File: config.mk
export PLATFORM = sky130hd
export DESIGN_NAME = sysctl_regbank
export DESIGN_NICKNAME = d
export VERILOG_FILES = /design/src/rtl/sysctl_pkg.sv /design/src/rtl/sysctl_access_check.sv /design/src/rtl/sysctl_wmask.sv /design/src/rtl/sysctl_regbank.sv
export SDC_FILE = /design/constraint.sdc
export NUM_CORES = 1
export LEC_CHECK = 0
export BUFFER_PORTS_ARGS = -buffer_cell sky130_fd_sc_hd__buf_2
export CORE_ASPECT_RATIO = 1.5
export CORE_MARGIN = 3
export CORE_UTILIZATION = 56
export CTS_CLUSTER_SIZE = 16
export DETAILED_ROUTE_END_ITERATION = 16
export PLACE_DENSITY_LB_ADDON = 0.2
export SYNTH_ARGS = -nofsm -noshare
export SYNTH_HDL_FRONTEND = slang
export SYNTH_SLANG_ARGS = --single-unit
File: constraint.sdc
create_clock -name clk -period 1.6 [get_ports clk]
set_input_delay 0 -clock clk [delete_from_list [all_inputs] [get_ports clk]]
set_output_delay 0 -clock clk [all_outputs]
set_load 0.05 [all_outputs]
File: src/rtl/sysctl_pkg.sv
package sysctl_pkg;
    localparam int DW      = 32;
    localparam int NREG    = 16;
    localparam int NDBG    = 4;
    localparam int AW      = $clog2(NREG);
    localparam int DBG_IW  = $clog2(NDBG);

    // selector codes of the debug words on register 14, in index order
    localparam logic [3:0] DBG_CRM [NDBG] = '{4'd3, 4'd4, 4'd8, 4'd9};

    localparam logic [DW-1:0] KEEP_CTRL  = 32'h0000_3B87;
    localparam logic [DW-1:0] FORCE_CTRL = 32'h0000_0078;
    localparam logic [DW-1:0] KEEP_AUX   = 32'h0000_0033;
    localparam logic [DW-1:0] KEEP_TTB   = 32'hFFFF_C000;
    localparam logic [DW-1:0] KEEP_FSR   = 32'h0000_06FF;
    localparam logic [DW-1:0] KEEP_DLCK  = 32'h0000_0001;
    localparam logic [DW-1:0] KEEP_PID   = 32'hFE00_0000;
    localparam logic [DW-1:0] KEEP_CPAR  = 32'h0000_3FFF;

    typedef struct packed {
        logic [NREG-1:0][DW-1:0] bank_a;
        logic [DW-1:0]           aux_b;
        logic [NDBG-1:0][DW-1:0] dbg;
        logic                    done;
        logic                    rej;
        logic [DW-1:0]           rdata;
        logic                    echg;
    } rb_state_t;
endpackage

File: src/rtl/sysctl_access_check.sv
module sysctl_access_check (
    input  logic       priv,
    input  logic [2:0] op1,
    input  logic [3:0] crn,
    input  logic [3:0] crm,
    input  logic [2:0] op2,
    output logic       legal
);
    logic ok;

    always_comb begin
        ok = 1'b0;
        case (crn)
            4'd0, 4'd1:
                ok = (crm == 4'd0);
            4'd2, 4'd3, 4'd5, 4'd6, 4'd13:
                ok = (crm == 4'd0) && (op2 == 3'd0);
            4'd7:
                case (op2)
                    3'd0:    ok = (crm == 4'd5) || (crm == 4'd6) || (crm == 4'd7);
                    3'd1:    ok = (crm == 4'd5) || (crm == 4'd6) || (crm == 4'd10);
                    3'd4:    ok = (crm == 4'd10);
                    3'd5:    ok = (crm == 4'd2);
                    3'd6:    ok = (crm == 4'd5);
                    default: ok = 1'b0;
                endcase
            4'd8:
                ok = ((op2 == 3'd0) && (crm >= 4'd5) && (crm <= 4'd7)) ||
                     ((op2 == 3'd1) && ((crm == 4'd5) || (crm == 4'd6)));
            4'd9:
                ok = (op2 <= 3'd1) && ((crm == 4'd1) || (crm == 4'd2));
            4'd10:
                ok = (op2 <= 3'd1) && ((crm == 4'd4) || (crm == 4'd8));
            4'd14:
                ok = (op2 == 3'd0) && ((crm == 4'd0) || (crm == 4'd3) || (crm == 4'd4) ||
                                       (crm == 4'd8) || (crm == 4'd9));
            4'd15:
                ok = (op2 == 3'd0) && (crm == 4'd1);
            default:
                ok = 1'b0;
        endcase
        legal = ok && priv && (op1 == 3'd0);
    end
endmodule

File: src/rtl/sysctl_wmask.sv
module sysctl_wmask
    import sysctl_pkg::*;
(
    input  logic [AW-1:0] crn,
    input  logic          alt_bank,
    input  logic [DW-1:0] wdata,
    output logic          store_a,
    output logic          store_b,
    output logic [DW-1:0] wval
);
    logic [DW-1:0] keep;
    logic [DW-1:0] force1;

    always_comb begin
        store_a = 1'b0;
        store_b = 1'b0;
        keep    = '0;
        force1  = '0;
        if (alt_bank) begin
            if (crn == AW'(1)) begin
                store_b = 1'b1;
                keep    = KEEP_AUX;
            end
        end else begin
            case (crn)
                AW'(1):  begin store_a = 1'b1; keep = KEEP_CTRL; force1 = FORCE_CTRL; end
                AW'(2):  begin store_a = 1'b1; keep = KEEP_TTB;  end
                AW'(3),
                AW'(6),
                AW'(14): begin store_a = 1'b1; keep = '1;        end
                AW'(5):  begin store_a = 1'b1; keep = KEEP_FSR;  end
                AW'(9):  begin store_a = 1'b1; keep = KEEP_DLCK; end
                AW'(13): begin store_a = 1'b1; keep = KEEP_PID;  end
                AW'(15): begin store_a = 1'b1; keep = KEEP_CPAR; end
                default: store_a = 1'b0;
            endcase
        end
        wval = (wdata & keep) | force1;
    end
endmodule

File: src/rtl/sysctl_regbank.sv
module sysctl_regbank
    import sysctl_pkg::*;
#(
    parameter logic [31:0] ID_VALUE   = 32'h6905_0000,
    parameter logic [31:0] CACHE_TYPE = 32'h0B1A_A1AA,
    parameter logic [31:0] CTRL_RESET = 32'h0000_0078,
    parameter int          ENDIAN_BIT = 7
) (
    input  logic        clk,
    input  logic        rst_n,
    input  logic        req_valid,
    input  logic        req_write,
    input  logic        req_priv,
    input  logic [2:0]  req_op1,
    input  logic [3:0]  req_crn,
    input  logic [3:0]  req_crm,
    input  logic [2:0]  req_op2,
    input  logic [31:0] req_wdata,
    output logic        rsp_done,
    output logic        rsp_reject,
    output logic [31:0] rsp_rdata,
    output logic        endian_change,
    output logic        big_endian
);
    rb_state_t s_d, s_q;

    logic              legal;
    logic              alt_bank;
    logic              store_a, store_b;
    logic [DW-1:0]     wval;
    logic [NDBG-1:0]   dbg_hit;
    logic              dbg_any;
    logic [DBG_IW-1:0] dbg_idx;
    logic [DW-1:0]     rd_word;

    assign alt_bank = (req_op2 != 3'd0);

    sysctl_access_check u_check (
        .priv  (req_priv),
        .op1   (req_op1),
        .crn   (req_crn),
        .crm   (req_crm),
        .op2   (req_op2),
        .legal (legal)
    );

    sysctl_wmask u_wmask (
        .crn      (req_crn),
        .alt_bank (alt_bank),
        .wdata    (req_wdata),
        .store_a  (store_a),
        .store_b  (store_b),
        .wval     (wval)
    );

    // debug word decode on register 14
    for (genvar g = 0; g < NDBG; g++) begin : g_dbg_hit
        assign dbg_hit[g] = (req_crn == 4'd14) && (req_crm == DBG_CRM[g]);
    end

    always_comb begin
        dbg_any = |dbg_hit;
        dbg_idx = '0;
        for (int i = 0; i < NDBG; i++) begin
            if (dbg_hit[i]) dbg_idx = DBG_IW'(i);
        end
    end

    always_comb begin
        if (alt_bank) begin
            if (req_crn == 4'd0)      rd_word = CACHE_TYPE;
            else if (req_crn == 4'd1) rd_word = s_q.aux_b;
            else                      rd_word = '0;
        end else if (dbg_any) begin
            rd_word = s_q.dbg[dbg_idx];
        end else begin
            rd_word = s_q.bank_a[req_crn];
        end
    end

    always_comb begin
        s_d       = s_q;
        s_d.done  = 1'b0;
        s_d.rej   = 1'b0;
        s_d.rdata = '0;
        if (req_valid) begin
            if (!legal) begin
                s_d.rej = 1'b1;
            end else begin
                s_d.done = 1'b1;
                if (!req_write) begin
                    s_d.rdata = rd_word;
                end else if (!alt_bank && dbg_any) begin
                    s_d.dbg[dbg_idx] = req_wdata;
                end else if (store_b) begin
                    s_d.aux_b = wval;
                end else if (store_a) begin
                    s_d.bank_a[req_crn] = wval;
                end
            end
        end
        s_d.echg = s_d.bank_a[1][ENDIAN_BIT] != s_q.bank_a[1][ENDIAN_BIT];
    end

    always_ff @(posedge clk or negedge rst_n) begin
        if (!rst_n) begin
            s_q           <= '0;
            s_q.bank_a[0] <= ID_VALUE;
            s_q.bank_a[1] <= CTRL_RESET;
        end else begin
            s_q <= s_d;
        end
    end

    assign rsp_done      = s_q.done;
    assign rsp_reject    = s_q.rej;
    assign rsp_rdata     = s_q.rdata;
    assign endian_change = s_q.echg;
    assign big_endian    = s_q.bank_a[1][ENDIAN_BIT];
endmodule

======== After elaboration in Yosys (flattened, before gate mapping) ========
Index checks and enable logic that the tools add are counted.
operators by class
  reductions and logical operators ........ 41
  multiplexer cells ....................... 39
  order comparisons ....................... 7
  bitwise logic cells ..................... 4
  equal/unequal tests ..................... 27
operators with widths
  kind                count
  $bwmux 512          1
  $mux 32             13
  $mux 234            1
  $pmux 32 s7         1
  $mux 201            1
  $mux 200            1
  $bmux 32 s4         1
  $bwmux 128          1
  $demux 32 s4        1
  $mux 128            1
  $mux 40             2
  $mux 72             1
  $bmux 32 s2         1
  $demux 32 s2        1
  $eq 4x4->1 const B  9
  $and 32x32->32      1
  $or 32x32->32       1
  $eq 4x3->1 const B  7
  $logic_and 1x1->1   17
  $eq 4x2->1 const B  4
  $logic_or 1x1->1    10
  $eq 3x3->1 const B  3
  $reduce_or 9->1     1
  $eq 4x1->1 const B  2
  27 further kinds    36
word-level totals
  word-level logic and storage cells ...... 144
  register bits ........................... 707
  input bits .............................. 51

======== Depth between registers and ports, before layout ========
Gate-level depths: netlist (run 1).
  depth after elaboration ................. 15
  mapped depth ............................ 11
  gate-level depth less buffers ........... 6

======== By module ========
From an unflattened synthesis (run 1), not the netlist that was laid out.
second synthesis, totals
  cell total of the unflattened synthesis .. 2,183
  area, all modules ....................... 32,667.6 µm²
by module, submodules not included
  module               cells an instance  instances  area each (µm²)
  sysctl_regbank       2,044              1          31,730.4
  sysctl_wmask         80                 1          556.8
  sysctl_access_check  59                 1          380.4

======== Worst setup path after synthesis (run 1) ========
Ideal clock, no wire load.
  path kind ............................... input port to flip-flop
  start ................................... input port req_crn[0]
  end ..................................... register s_q, in the netlist rsp_rdata[12]
  arrival ................................. 2,472 ps
  library setup time ...................... 122 ps
  path slack .............................. -994 ps
  stages .................................. 8
  required time ........................... 1,478 ps
  cell sequence ........................... buf_2 clkbuf_1 buf_1 buf_2 mux4_2 mux4_2 o221ai_1 nor2_1
RTL lines
  item         RTL line              text
  from (decl)  sysctl_regbank.sv:15  input logic [3:0] req_crn,
  to (decl)    sysctl_regbank.sv:25  rb_state_t s_d, s_q;

======== Worst setup path after layout (run 1) ========
  start ................................... input port req_op2[2]
  end ..................................... register s_q[658] in the netlist's numbering
on the way
  word-level cells in the longest chain between the ends .. 8
  elaborated cells between the ends (all ways) .. 31
  those cells by class .................... 1 x order compare; 4 x eq/ne; 6 x mux; 4 x bitwise; 16 x reduce/logical
RTL lines
  item                                                                RTL line              text
  from (decl)                                                         sysctl_regbank.sv:17  input logic [2:0] req_op2,
  parallel branches: the longest is 8 deep, another holds $pmux 1 s8  n/a
Several ways; the timed one is not identified.
A chain may end at the register's enable or synchronous reset.

==> out/qor.csv, run 1 <==
metric,value,unit
synthesized flop and latch total,707,
Mapped Cells,2148,
Core ar.,52100,µm²
Max-slew headroom,0.603,
DRT Pass-1 Iters,5,
asr flop ratio synth,1.00,
Setup Crit Path Kind,in2reg,
layout cells sized above 1,0.468,
pwr dens,966,nW/µm²
final instance area,36900,µm²
Routed Antenna Nets,0,
GPL Wtd Cong,0.829,
# rows,102,
"Net Count, Synth",2199,
htree depth,3,
"CTS clk-pin slew, worst paths",0.08,ns
clk_skew,0.0176,ns
min Tclk post-route,2.09,ns
final hold violation count,0,
status,"complete, but fails checks",
startpoint types,primary input,
failing checks,negative setup slack,
Area Growth Syn to Fin,24.1,%
largest net degree at the start of global routing,101,
most frequent cell after synthesis,dfrtp_1,
top-area cell type share of the netlist area,0.587,
crit path max fanout,7,
Least-Margin Pin Slew,0.594,ns
DRC Markers,0,
clk buf depth,3,
drt total wl,78800,µm
drt initial violations,1107,
setup TNS,-152.21,ns
# port buffers,86,
Leak,0.0175,µW
Synth Cell Area,29700,µm²
Mean Syn Cell Area,13.8,µm²
Initial Util,0.571,
hpwl dp,48300,µm
Post-synth top flop,dfrtp_1,
VDD IR-drop max,920,µV
# clock sinks,707,
largest area contributor in the netlist,dfrtp_1,
routed len/inst,26.4,µm
Pins Over Slew Limit,0,
Crit. End Element,flop,
synth top area cells,"dfrtp_1 (59%), mux4_2 (12%), mux2_2 (10%)",
part of the cycle the worst path needs,1.31,
Final nets,2309,
Vias,17700,
CTS root buffer,clkbuf_16,
"top cells by count, synth","dfrtp_1 (697), clkbuf_1 (306), mux2_2 (268)",
TritonCTS clock tree,done,
RSZ-0062 raised after global routing,true,
first-pass GRT wire length,119000,µm
CP arrival,2.56,ns
final core utilization,0.708,
Netlist cell types,63,
total CTS buffers,66,
Clock Latency Late Sink,0.59,ns
FMAX,478,MHz
"EDFF count, synth",0,
I/O Pins,87,
global-route usage over all layers,0.279,
max-cap violations,0,
WP data required,2.07,ns
GR Overflow Total,0,
Finish-stage setup viols,481,
post-route setup slack,-0.491,ns
die area,55900,µm²
Die X-Extent,194,µm
initial antenna violation count,1,
placed inst area,32100,µm²
yosys warns,0,
hold crit path type,in2async,
height of the die,288,µm
"Seq/Total Area, Yosys",0.596,
Fill cells,3261,
vias per inst,5.94,
number of global-route vias before repair,19400,
[cells by family (layout without fill, tap and decap cells)]
kind of cell / Yosys count / in the layout / share of synthesized area
xor gates and xnor gates: 4 / 4 / 0.00118
muxes: 430 / 430 / 0.224
and+or+nand+nor: 386 / 386 / 0.0692
DFF: 707 / 707 / 0.596
buffers and inverters: 410 / 570 / 0.0588
other: 0 / 2 / 0
adders and majority gates: 2 / 2 / 0.000674
AOI/OAI and AO/OA: 209 / 209 / 0.0506
[per-layer routing]
layer	share of wire	vias to the layer above	wire length (µm)	global-route usage
met3	0.051	173	4040	0.0508
met5	0	-	0	0
li1	-	7606	-	-
met2	0.50	600	39000	0.452
met4	0.043	0	3410	0.116
met1	0.41	9350	32300	0.379
[flip-flops by register name, summed over array words and instances (netlist names)]
register,count
s_q,671
rsp_rdata,32
big_endian,1
endian_change,1
rsp_done,1
rsp_reject,1
[path summary, 6_finish.rpt]
| check | from | end | slack, ns | cells past startpoint |
|---|---|---|---|---|
| hold / removal | rst_n | s_q[574]$_DFFE_PN0P_ | 0.07 | 3 |
| min in group clk | req_op1[0] | rsp_reject$_DFF_PN0_ | 0.10 | 7 |
| setup / recovery | req_op2[2] | s_q[658]$_DFFE_PN0P_ | -0.49 | 13 |
| max in group asynchronous | rst_n | s_q[591]$_DFFE_PN0P_ | 0.50 | 3 |
| setup reg to reg | s_q[308]$_DFFE_PN0P_ | rsp_rdata[17]$_DFF_PN0_ | -0.32 | 5 |
| hold reg to reg | s_q[211]$_DFFE_PN1P_ | s_q[211]$_DFFE_PN1P_ | 0.36 | 0 |
[repair_timing]
| action | CTS | global route |
|---|---|---|
| gates resized for setup | 244 | 112 |
| setup endpoints to repair | 481 | 481 |
| hold buffers | 36 | 0 |
| hold endpoints to repair | 843 | 0 |
| cloned | 10 | 11 |
| buffers inserted | 24 | 30 |
| pin swaps | 18 | 17 |
[worst max-delay path: stages]
cell	delay (ns)
buf_6	0.10
buf_6	0.11
buf_6	0.11
nor3_4	0.29
buf_6	0.15
nand4_1	0.13
a221o_1	0.35
buf_12	0.16
buf_12	0.12
a211oi_4	0.36
buf_6	0.19
clkbuf_16	0.18
mux2_4	0.30
[power by group]
part           total (µW)  internal [µW]  switching, µW
clock network       16000           9110           6870
logic                1780            647           1130
registers           17900          17900           1.30
[placed cells by master (no fill, tap or decap), types with 12 or more instances in the layout]
| cell | n |
|---|---|
| dfrtp_1 | 697 |
| buf_4 | 205 |
| mux4_2 | 160 |
| mux2_2 | 155 |
| mux2_4 | 115 |
| nor2_1 | 77 |
| clkbuf_16 | 77 |
| buf_2 | 75 |
| o21ai_0 | 68 |
| buf_12 | 64 |
| nor2b_1 | 63 |
| and2_1 | 56 |
| a21oi_1 | 50 |
| and2_4 | 46 |
| nand2_1 | 44 |
| dlygate4sd3_1 | 36 |
| a2111oi_4 | 35 |
| buf_6 | 32 |
| inv_1 | 20 |
| clkbuf_1 | 20 |
| nor2_4 | 19 |
| o221ai_1 | 17 |
| clkbuf_8 | 12 |
[stage by stage]
stage	power (µW)	worst slack, ns	std cells	hold slack (ns)
after global placement	19800	-1.44	2769	-0.121
final	35600	-0.491	2986	0.0744
after global routing	36800	-0.498	2984	0.0641
after detailed placement	19800	-1.35	2769	-0.121
after floorplan	18900	-0.839	2148	-0.296
after CTS	35800	-0.375	2948	0.0425
[area by class of cell]
cell class | count | area [µm²] | share of cell area
tap | 676 | 846 | 0.0229
clock inverter | 18 | 248 | 0.00672
timing repair buffer | 432 | 4370 | 0.119
sequential | 707 | 17700 | 0.480
antenna | 2 | 5.00 | 0.000136
multi-input combinational | 1031 | 11700 | 0.317
inverter | 20 | 75.1 | 0.00204
clock buffer | 100 | 1940 | 0.0527
Power figures use the tool's default switching activity.
==> inputs of run 2 (changes only) <==
Settings changed: CORE_UTILIZATION 56 to 60.
Clock period 1.6 ns to 2.65 ns, I/O delays scaled along.
==> out/qor.csv, run 2 (synthesis results as in run 1) <==
metric,value,unit,change
global-route usage over all layers,0.271,,-0.00853
TritonCTS clock tree,done,,
Fill cells,3314,,+1.6%
VDD IR-drop max,519,µV,-44%
clk buf depth,3,,unchanged
hpwl dp,44400,µm,-8.1%
Routed Antenna Nets,0,,unchanged
total CTS buffers,61,,-7.6%
Ant. Diodes,0,,-2
Crit. End Element,flop,,
first-pass GRT wire length,109000,µm,-8.4%
final core utilization,0.682,,-0.0255
Vias,16700,,-5.6%
# port buffers,86,,unchanged
max FFs per register,671,,unchanged
hold crit path type,in2reg,,
most frequent cells in the layout,"dfrtp_1 (697), mux2_2 (268), mux4_2 (160), buf_4 (117), nor2_1 (104)",,
crit path max fanout,13,,+6
height of the die,279,µm,-3.3%
Max-slew headroom,0.353,,-0.250
# rows,99,,-2.9%
"Most flops, register",s_q,,
DRC Markers,0,,unchanged
Finish-stage setup viols,0,,-100%
initial antenna violation count,0,,-1
part of the cycle the worst path needs,0.865,,
"commonest non-fill, non-tap cell in the layout",dfrtp_1,,
largest net degree at the start of global routing,118,,+17%
RSZ-0062 raised after global routing,false,,
drt total wl,68900,µm,-12%
Core ar.,48800,µm²,-6.3%
Initial Util,0.609,,+0.0382
final hold violation count,0,,unchanged
GR Overflow Total,0,,unchanged
drt initial violations,1250,,+13%
Post-CTS Setup Bufs,0,,-100%
routed len/inst,24.7,µm,-6.5%
Pins Over Slew Limit,0,,unchanged
layout cells sized above 1,0.375,,-0.0934
Resized cells post-CTS,0,,-100%
min Tclk post-route,2.29,ns,
"CTS clk-pin slew, worst paths",0.07,ns,about the same
max-cap violations,0,,unchanged
I/O Pins,87,,unchanged
setup TNS,0,ns,+152.21 ns
number of global-route vias before repair,18300,,-5.7%
CP arrival,2.84,ns,+0.28 ns
startpoint types,primary input,,
htree depth,2,,-1
die area,52300,µm²,-6.5%
Setup Crit Path Kind,in2reg,,
Die X-Extent,188,µm,-3.3%
WP data required,3.20,ns,+1.13 ns
Final nets,2141,,-7.3%
CTS root buffer,clkbuf_16,,
Clock Latency Late Sink,0.61,ns,+0.02 ns
# clock sinks,707,,unchanged
DRT Pass-1 Iters,5,,unchanged
status,"finished, final reports clean",,
GPL Wtd Cong,0.855,,+3.1%
clk_skew,0.0117,ns,-0.00594 ns
Leak,0.0162,µW,-7.9%
pwr dens,629,nW/µm²,-35%
vias per inst,5.99,,+0.81%
Least-Margin Pin Slew,0.961,ns,+0.367 ns
Area Growth Syn to Fin,12.1,%,
FMAX,436,MHz,
run 2: changes by cell type in the layout (fill, tap and decap cells not counted), moves of 19 or more:
cell       before  now
a2111oi_4      35    5
nor2_1         77  104
nor2_4         19    0
a2111oi_0       0   23
buf_6          32    1
buf_12         64   29
mux2_2        155  268
and2_4         46    0
buf_4         205  117
mux2_4        115    0
and2_1         56  102
run 2: path summary, 6_finish.rpt:
path                                 startpoint                 endpoint  slack [ns]  cells past startpoint
min reg2reg                s_q[219]$_DFFE_PN1P_     s_q[219]$_DFFE_PN1P_        0.37                      0
max                                  req_op2[2]  rsp_rdata[17]$_DFF_PN0_        0.36                     10
min in group asynchronous                 rst_n     s_q[198]$_DFFE_PN0P_        0.45                      3
min                                  req_op2[1]  rsp_rdata[21]$_DFF_PN0_        0.13                      5
max reg2reg                s_q[299]$_DFFE_PN0P_   rsp_rdata[8]$_DFF_PN0_        0.69                      5
max in group asynchronous                 rst_n     s_q[222]$_DFFE_PN1P_        1.30                      5
run 2: final cells by class:
cell class	instances	area [µm²]	area share
clock inverter	29	340	0.0102
tap	656	821	0.0246
multi-input combinational	1031	10300	0.309
timing repair buffer	269	2310	0.0693
inverter	20	75.1	0.00225
clock buffer	83	1760	0.0529
sequential	707	17700	0.532
run 2: timing repair:
action,4_1_cts,5_1_grt
endpoints found under the setup margin,0,0
hold endpoints to repair,480,0
hold buffers,38,0
run 2: stage by stage:
step                instance area [µm²]  hold slack (ns)  worst slack (ns)  cells  total power [µW]
detailed placement                30800           0.0178            -0.227   2645             11900
global placement                  30800           0.0164            -0.231   2645             11900
CTS                               33300           0.0942             0.388   2795             21100
floorplan                         29700           -0.296            0.0565   2148             11400
global route                      33300            0.140             0.163   2795             21600
finish                            33300            0.132             0.358   2795             20900
run 2: worst max-delay path, stage by stage:
cell and delay [ns]:
buf_2 0.13, or4b_1 0.59, a2111oi_2 0.31, a31oi_1 0.10, and4_1 0.26, buf_4 0.17
a211o_1 0.32, buf_12 0.16, a2111oi_0 0.56, buf_4 0.22
run 2: power breakdown:
group | total [µW] | switching (µW) | leakage [µW] | internal (µW)
sequential | 10800 | 0.474 | 0.00984 | 10800
clock | 9230 | 3980 | 0.00103 | 5250
combinational | 924 | 614 | 0.00528 | 310
total | 20900 | 4600 | 0.0162 | 16300
run 2: per-layer routing:
layer  vias up  track usage  wire length [µm]
met1      8886        0.385             29800
met4         0       0.0818              2090
met5         -            0                 0
met3       132       0.0399              2990
met2       431        0.443             34000
li1       7281            -                 -
==> inputs of run 3 (changes only) <==
--- a/config.mk
+++ b/config.mk
@@ -7,10 +7,12 @@
 export LEC_CHECK = 0
 export BUFFER_PORTS_ARGS = -buffer_cell sky130_fd_sc_hd__buf_2
+export CELL_PAD_IN_SITES_DETAIL_PLACEMENT = 1
+export CELL_PAD_IN_SITES_GLOBAL_PLACEMENT = 2
 export CORE_ASPECT_RATIO = 1.5
 export CORE_MARGIN = 3
-export CORE_UTILIZATION = 60
+export CORE_UTILIZATION = 48
 export CTS_CLUSTER_SIZE = 16
 export DETAILED_ROUTE_END_ITERATION = 16
-export PLACE_DENSITY_LB_ADDON = 0.2
+export PLACE_DENSITY_LB_ADDON = 0.1
 export SYNTH_ARGS = -nofsm -noshare
 export SYNTH_HDL_FRONTEND = slang
==> constraint.sdc (replaced) <==
create_clock -name clk -period 2.65 [get_ports clk]
set_input_delay 0.53 -clock clk [delete_from_list [all_inputs] [get_ports clk]]
set_output_delay 0.53 -clock clk [all_outputs]
set_load 0.05 [all_outputs]
==> out/qor.csv, run 3 (synthesis results as in run 1) <==
metric,value,unit,change
status,"complete, but fails checks",,
failing checks,negative setup slack,,
Least-Margin Pin Slew,0.737,ns,-0.224 ns
crit path max fanout,11,,-2
min Tclk post-route,2.66,ns,+0.364 ns
initial antenna violation count,1,,+1
Multi-input gate area,10600,µm²,+3.3%
hold crit path type,in2reg,,
part of the cycle the worst path needs,1.00,,+0.137
final hold violation count,0,,unchanged
largest net degree at the start of global routing,93,,-21%
Core ar.,61200,µm²,+25%
first-pass GRT wire length,121000,µm,+11%
number of global-route vias before repair,19400,,+6.2%
DRT Pass-1 Iters,4,,-1
most frequent cells in the layout,"dfrtp_1 (697), mux2_2 (265), buf_4 (178), mux4_2 (160)",,
TritonCTS clock tree,done,,
routed len/inst,25.9,µm,+5.1%
# rows,111,,+12%
I/O Pins,87,,unchanged
drt initial violations,927,,-26%
Vias,16900,,+0.73%
FMAX,377,MHz,-14%
Clock Latency Late Sink,0.63,ns,+0.02 ns
Ant. Diodes,0,,unchanged
Final nets,2199,,+2.7%
Routed Antenna Nets,0,,unchanged
CP arrival,3.17,ns,+0.33 ns
clk_skew,0.0191,ns,+0.00742 ns
Crit. End Element,flop,,
die area,65000,µm²,+24%
max FFs per register,671,,unchanged
Setup Crit Path Kind,in2reg,,
CTS root buffer,clkbuf_16,,
vias per inst,5.63,,-6.0%
"Most flops, register",s_q,,
GR Overflow Total,0,,unchanged
Pins Over Slew Limit,0,,unchanged
Finish-stage setup viols,1,,+1
setup TNS,-0.00553,ns,-0.00553 ns
RSZ-0062 raised after global routing,true,,
pwr dens,634,nW/µm²,+0.83%
max-cap violations,0,,unchanged
DRC Markers,0,,unchanged
Fill cells,5742,,+73%
global-route usage over all layers,0.243,,-0.0274
hpwl dp,52100,µm,+17%
post-route setup slack,-0.00553,ns,-0.364 ns
Initial Util,0.485,,-0.124
layout cells sized above 1,0.413,,+0.0381
VDD IR-drop max,360,µV,-31%
"commonest non-fill, non-tap cell in the layout",dfrtp_1,,
# port buffers,86,,unchanged
"CTS clk-pin slew, worst paths",0.06,ns,about the same
height of the die,311,µm,+12%
total CTS buffers,69,,+13%
Max-slew headroom,0.509,,+0.156
Leak,0.0167,µW,+3.4%
GPL Wtd Cong,0.840,,-1.8%
WP data required,3.16,ns,-0.04 ns
startpoint types,primary input,,
clk buf depth,3,,unchanged
Hold Slack,0.182,ns,+0.0499 ns
htree depth,3,,+1
Area Growth Syn to Fin,16.6,%,
# clock sinks,707,,unchanged
Die X-Extent,209,µm,+11%
Seq. cell area,17700,µm²,unchanged
drt total wl,77600,µm,+13%
run 3: changes by cell type in the layout (fill, tap and decap cells not counted), sizes merged, moves of 2 or more:
cell         previous run  this run
buf                   232       316
dlygate4sd3            37         1
clkbuf                 83       103
clkinv                 17        13
clkinvlp                5         2
inv                    21        23
run 3: stage by stage:
step / worst slack (ns) / utilization / area (µm²) / cells / power (µW)
after global placement: -0.837 / 0.525 / 32200 / 2863 / 12000
after CTS: 0.0168 / 0.564 / 34500 / 2990 / 22300
final: -0.00553 / 0.566 / 34600 / 2994 / 22000
after detailed placement: -0.869 / 0.525 / 32200 / 2863 / 12000
after floorplan: -0.319 / - / 30300 / 2148 / 11400
after global routing: -0.0434 / 0.566 / 34600 / 2994 / 22800
run 3: power by group:
group	switching [µW]	internal [µW]	total (µW)
clock	4290	5900	10200
combinational	654	329	983
sequential	0.601	10800	10800
run 3: layout make-up:
cell class,instances,area share
clock buffers,101,0.0568
repair buffers,319,0.0836
multi-input cells,1031,0.307
clock inverters,25,0.0108
inverters,20,0.00217
well taps,791,0.0286
flip-flops and latches,707,0.511
run 3: critical path, stage by stage:
cell	delay, ns
buf_2	0.11
nor4b_2	0.28
buf_4	0.16
o221a_2	0.20
nand3_1	0.13
or4_4	0.51
buf_6	0.17
a2111oi_4	0.33
buf_12	0.18
clkbuf_16	0.19
mux2_2	0.35
run 3: worst paths after layout:
path                                      start                 endpoint  slack, ns  cells after the start
max                                  req_op1[1]     s_q[303]$_DFFE_PN0P_     -0.006                     11
min                               req_wdata[11]      s_q[46]$_DFFE_PN0P_       0.18                      2
max reg2reg                s_q[307]$_DFFE_PN0P_  rsp_rdata[16]$_DFF_PN0_       0.67                      5
min reg2reg                s_q[224]$_DFFE_PN1P_     s_q[224]$_DFFE_PN1P_       0.37                      0
max in group asynchronous                 rst_n      s_q[89]$_DFFE_PN0P_       1.32                      4
min in group asynchronous                 rst_n      s_q[38]$_DFFE_PN0P_       0.42                      2
run 3: what timing repair did:
action                     4_1_cts  5_1_grt
hold endpoints to repair        27        0
gates resized for setup          7        9
pin swaps                        0        2
setup endpoints to repair       50      146
buffers inserted                 0        2
hold buffers                     1        0
gates cloned                     0        2
run 3: routing by layer:
| layer | up-vias | wire length, µm | GRT usage |
|---|---|---|---|
| li1 | 7399 | - | - |
| met1 | 9076 | 34900 | 0.340 |
| met2 | 283 | 38900 | 0.408 |
| met3 | 94 | 2220 | 0.0298 |
| met4 | 0 | 1510 | 0.0660 |
| met5 | - | 0 | 0 |
